<file path="src/rtl/dmac_pkg.sv">
package dmac_pkg;

  // Strobes from the control unit to the datapath.
  typedef struct packed {
    logic load;    // capture result and evaluate overflow
    logic clearQ;  // clear the sticky flag
  } strobe_t;

endpackage

</file>
<file path="src/rtl/dmac_ctrl.sv">
module dmac_ctrl (
  input  logic              clk,
  input  logic              rstN,
  input  logic              inValid,
  input  logic              qClear,
  output dmac_pkg::strobe_t stb,
  output logic              outValid
);

  always_comb begin
    stb.load   = inValid;
    stb.clearQ = qClear;
  end

  always_ff @(posedge clk or negedge rstN) begin
    if (!rstN) outValid <= 1'b0;
    else       outValid <= inValid;
  end

  // valid follows issue by one cycle
  a_r9_valid_follow: assert property (@(posedge clk) disable iff (!rstN)
    inValid |=> outValid);
  a_r9_valid_drop: assert property (@(posedge clk) disable iff (!rstN)
    !inValid |=> !outValid);

endmodule

</file>
<file path="src/rtl/dmac_datapath.sv">
module dmac_datapath #(
  parameter int HALF_W = 16
) (
  input  logic                   clk,
  input  logic                   rstN,
  input  dmac_pkg::strobe_t      stb,
  input  logic                   subMode,
  input  logic                   swapHalves,
  input  logic                   accEn,
  input  logic [2*HALF_W-1:0]    opA,
  input  logic [2*HALF_W-1:0]    opB,
  input  logic [2*HALF_W-1:0]    opC,
  output logic [2*HALF_W-1:0]    result,
  output logic                   satFlag
);

  localparam int WORD_W = 2 * HALF_W;
  localparam int SUM_W  = WORD_W + 2;
  localparam int LANES  = 2;

  logic [WORD_W-1:0]        bSel;
  logic signed [WORD_W-1:0] prod [LANES];

  assign bSel = swapHalves ? {opB[HALF_W-1:0], opB[WORD_W-1:HALF_W]} : opB;

  // One signed halfword multiplier per lane; the product always fits WORD_W.
  for (genvar g = 0; g < LANES; g++) begin : gLane
    logic signed [HALF_W-1:0] aH;
    logic signed [HALF_W-1:0] bH;
    assign aH = opA[g*HALF_W +: HALF_W];
    assign bH = bSel[g*HALF_W +: HALF_W];
    assign prod[g] = WORD_W'(aH) * WORD_W'(bH);
  end

  // Exact three-term sum; overflow judged once on the whole value.
  logic signed [SUM_W-1:0] p0x, p1x, cx, exact;
  logic                    ovf;

  always_comb begin
    p0x   = SUM_W'(prod[0]);
    p1x   = SUM_W'(prod[1]);
    cx    = accEn ? SUM_W'($signed(opC)) : '0;
    exact = subMode ? (p0x - p1x + cx) : (p0x + p1x + cx);
    ovf   = !((&exact[SUM_W-1:WORD_W-1]) || !(|exact[SUM_W-1:WORD_W-1]));
  end

  always_ff @(posedge clk or negedge rstN) begin
    if (!rstN)         result <= '0;
    else if (stb.load) result <= exact[WORD_W-1:0];
  end

  always_ff @(posedge clk or negedge rstN) begin
    if (!rstN)                satFlag <= 1'b0;
    else if (stb.clearQ)      satFlag <= 1'b0;
    else if (stb.load && ovf) satFlag <= 1'b1;
  end

  // once set, the flag stays until a clear
  a_r7_sticky: assert property (@(posedge clk) disable iff (!rstN)
    (satFlag && !stb.clearQ) |=> satFlag);
  // clear wins
  a_r8_clear: assert property (@(posedge clk) disable iff (!rstN)
    stb.clearQ |=> !satFlag);
  // no issue, no change
  a_r9_hold_result: assert property (@(posedge clk) disable iff (!rstN)
    !stb.load |=> $stable(result));
  a_r9_hold_flag: assert property (@(posedge clk) disable iff (!rstN)
    (!stb.load && !stb.clearQ) |=> $stable(satFlag));
  // subtract without accumulate cannot overflow
  a_r6_sub_no_overflow: assert property (@(posedge clk) disable iff (!rstN)
    (stb.load && subMode && !accEn && !satFlag && !stb.clearQ) |=> !satFlag);

endmodule

</file>
<file path="src/rtl/dual_mac_unit.sv">
module dual_mac_unit #(
  parameter int HALF_W = 16
) (
  input  logic                clk,
  input  logic                rstN,
  input  logic                inValid,
  input  logic                subMode,
  input  logic                swapHalves,
  input  logic                accEn,
  input  logic                qClear,
  input  logic [2*HALF_W-1:0] opA,
  input  logic [2*HALF_W-1:0] opB,
  input  logic [2*HALF_W-1:0] opC,
  output logic                outValid,
  output logic [2*HALF_W-1:0] result,
  output logic                satFlag
);

  dmac_pkg::strobe_t stb;

  dmac_ctrl u_ctrl (
    .clk      (clk),
    .rstN     (rstN),
    .inValid  (inValid),
    .qClear   (qClear),
    .stb      (stb),
    .outValid (outValid)
  );

  dmac_datapath #(.HALF_W(HALF_W)) u_dp (
    .clk        (clk),
    .rstN       (rstN),
    .stb        (stb),
    .subMode    (subMode),
    .swapHalves (swapHalves),
    .accEn      (accEn),
    .opA        (opA),
    .opB        (opB),
    .opC        (opC),
    .result     (result),
    .satFlag    (satFlag)
  );

endmodule

</file>
<file path="config.mk">
export PLATFORM = sky130hd
export DESIGN_NAME = dual_mac_unit
export DESIGN_NICKNAME = d
export VERILOG_FILES = /design/src/rtl/dmac_pkg.sv /design/src/rtl/dmac_ctrl.sv /design/src/rtl/dmac_datapath.sv /design/src/rtl/dual_mac_unit.sv
export SDC_FILE = /design/constraint.sdc
export NUM_CORES = 2
export LEC_CHECK = 0
export ABC_AREA = 1
export CORE_MARGIN = 3
export CORE_UTILIZATION = 50
export CTS_CLUSTER_DIAMETER = 100
export CTS_CLUSTER_SIZE = 24
export DETAILED_ROUTE_END_ITERATION = 10
export PLACE_DENSITY = 0.72
export SLEW_MARGIN = 20
export SYNTH_ARGS = -nofsm -noshare
export SYNTH_HDL_FRONTEND = slang
export SYNTH_HIERARCHICAL = 1
export SYNTH_SLANG_ARGS = --single-unit
export TNS_END_PERCENT = 50
</file>
<file path="constraint.sdc">
create_clock -name clk -period 0.8 [get_ports clk]
set_input_delay 0.12 -clock clk [delete_from_list [all_inputs] [get_ports clk]]
set_output_delay 0.12 -clock clk [all_outputs]
set_load 0.02 [all_outputs]
</file>
==> reports/results.ini <==
[outcome]
status=complete, but fails checks
violations=setup timing

[worst_hold_path]
hp-start=inValid
holdPathStages=2
hold_path_class=in -> reg
whs_endpoint=u_ctrl/outValid$_DFF_PN0_

[placed_design]
post-place-cells=5175
place_area_um2=36890
hpwl_um=77280
port_buffers=136
post-place-ws_ns=-7.686
gp_congestion=0.9818

[clocking]
clk_pin_slew_worst_paths_ns=0.06
htreeDepth=2
clkSinkCount=34
max-clock-path-buffers=2
hold_buffers=0
tritoncts=done
cts_made_buffers=5
root_buffer=clkbuf_16
clkLatencyLatePin_ns=0.28

[final_layout]
nNetsFinal=5504
drive_gt1_share_pct=38.12
stdcell_count=5303
final_cell_area_um2=41450
diodes=0
num-fill-cells=3450
area_growth_pct=49.53

[grt]
grt_overflow=0
globalRouteTotalUtil_pct=33.09
grt_max_degree=23
met2_usage_pct=57.22
antenna_found_initial=1
grt_pass1_wl_um=150800
grt_pass1_vias=29280
grt_busiest_layer=met2
grt.met3_usage_pct=4.451
met1_usage_pct=41.81

[critical_path]
startpoint_type=input pin
crit_path_start=opB[3]
worstPathRequired_ns=0.97
endpoint_kind=register
critical_path.max_stage_delay_ns=0.58
crit_arrival_ns=8.23
crit_top_cell=nand2_1
path_class=in -> reg
r2r-end=u_dp/result[12]$_DFFE_PN0P_
r2r_start=u_dp/result[12]$_DFFE_PN0P_
cpMaxStageDelayCell=fa_2
r2r_slack_ns=0.05
critPathMaxFanout=4
r2r_cells=3

[logic_synthesis]
netlist_area_um2=27720
ys_ff_latch=34
seq_area_frac_synth_pct=3.069
yosysWarningCount=6
synth_nets=4607
synthCells=3666
synth_top_area_share_pct=41.30
synth_top_area_cell=fa_1
synthArstFlopShare_pct=100.0
syn_area_per_cell_um2=7.562
synth_cell_types=58
synth_area_leaders=fa_1 41%, inv_1 13%, ha_1 12%
synth_edf_count=0
yosys_most_used_dff=dfrtp_1

[sta]
finalSetupViolCount=67
slew_headroom_pct=66.58
tns_ns=-207.36
worst_slack_ns=-7.262
period_needed_ns=8.062
fin_crit_sh_pct=1008
rsz0062_at_grt=true
slew_viol_final=0
fmax_mhz=124.0
hold_viol_final=0
tightest_slew_ns=0.4977
finalClockSkew_ns=0

[floorplan]
core-area_um2=54350
io_pins=137
die_x_um=241.5
rows=85
die_h_um=241.5
dieArea_um2=58310
initial_core_util_pct=51.01

[route]
drt-pass1-iter-count=6
drc=0
drt_iter0_drc=2458
via_per_inst=5.373
avgRoutedWirePerCell_um=19.53
antenna_left=0
num_vias=28490
wl_um=103600

[run]
drv_cap=0

==> cells in the mapped netlist, drive strengths merged, types with 12 or more instances <==
cell type / count
a21o: 12
clkinv: 15
ha: 266
inv: 948
a31oi: 25
o21bai: 12
dfrtp: 34
nand3: 61
nor3: 13
nor2: 419
xnor2: 45
xor2: 54
or2: 36
clkbuf: 54
nand4: 12
fa: 572
o21ai: 103
nand2: 746
buf: 26
a21oi: 164
==> cells by family (layout without fill, tap and decap cells) <==
logic type	Yosys count	in the layout	synth area share (%)
AOI/OAI and AO/OA	340	342	7.153
xor gates and xnor gates	99	99	3.155
adders and majority gates	838	838	53.31
buffers and inverters	1043	1939	14.18
DFF	34	34	3.069
muxes	5	5	0.1805
and+or+nand+nor	1307	1307	18.96
==> what timing repair did <==
action | in CTS | in global routing
pin swaps | 203 | 156
cloned | 12 | 0
endpoints found under the hold margin | 0 | 0
setup buffers | 67 | 47
gates resized for setup | 580 | 412
setup endpoints to repair | 67 | 67
==> per-layer routing <==
layer / vias up / wire length [µm]
li1: 12580 / -
met4: 4 / 7323
met3: 469 / 8116
met5: - / 65
met1: 13930 / 37860
met2: 1507 / 50210
==> critical path: cells and delay by family <==
family	cells	cell delay, ns
adder cells (fa/ha/maj)	10	4.15
AND/OR/NAND/NOR	23	2.76
buffers and inverters	11	0.96
AO/OA/AOI/OAI	2	0.24
==> layout by cell type, fill, tap and decap left out, types with 80 or more instances in the layout <==
cell | synthesis | final
inv_1 | 945 | 804
buf_4 | 2 | 711
nand2_1 | 734 | 566
fa_1 | 572 | 527
nor2_1 | 416 | 331
ha_1 | 266 | 140
inv_2 | 3 | 130
ha_4 | 0 | 119
nand2_2 | 12 | 116
a21oi_2 | 10 | 80
==> flip-flops by register name, summed over array words and instances, names as in the netlist <==
| signal | flops |
|---|---|
| u_ctrl/outValid | 1 |
| u_dp/satFlag | 1 |
| u_dp/result | 32 |
==> cell type report <==
type | count | area [µm²] | share of cell area [%]
Clock buffer | 6 | 138.9 | 0.3350
Clock inverter | 2 | 60.06 | 0.1449
Inverter | 963 | 3722 | 8.979
Multi-Input combinational cell | 2591 | 27340 | 65.96
Sequential cell | 34 | 850.8 | 2.052
Tap cell | 739 | 924.6 | 2.230
Timing Repair Buffer | 963 | 8384 | 20.23
Timing Repair inverter | 5 | 31.28 | 0.07546
==> how the worst max path moves through the flow <==
stage / end / slack, ns
final: u_dp/satFlag$_DFFE_PN0P_ / -7.26
after global routing: u_dp/satFlag$_DFFE_PN0P_ / -7.54
after CTS: u_dp/satFlag$_DFFE_PN0P_ / -6.96
after detailed placement: u_dp/satFlag$_DFFE_PN0P_ / -7.69
after global placement: u_dp/satFlag$_DFFE_PN0P_ / -7.54
after floorplan: u_dp/satFlag$_DFFE_PN0P_ / -6.57
==> through the flow <==
step / util (%) / hold WS, ns
2_1_floorplan: - / -0.1756
3_3_place_gp: 67.88 / 0.4647
3_5_place_dp: 67.88 / 0.4653
4_1_cts: 72.76 / 0.2191
5_1_grt: 76.28 / 0.2378
6_report: 76.28 / 0.2405
Power is not shown: default switching activity piles up to over one toggle a cycle in this logic, so the estimate is an artifact.
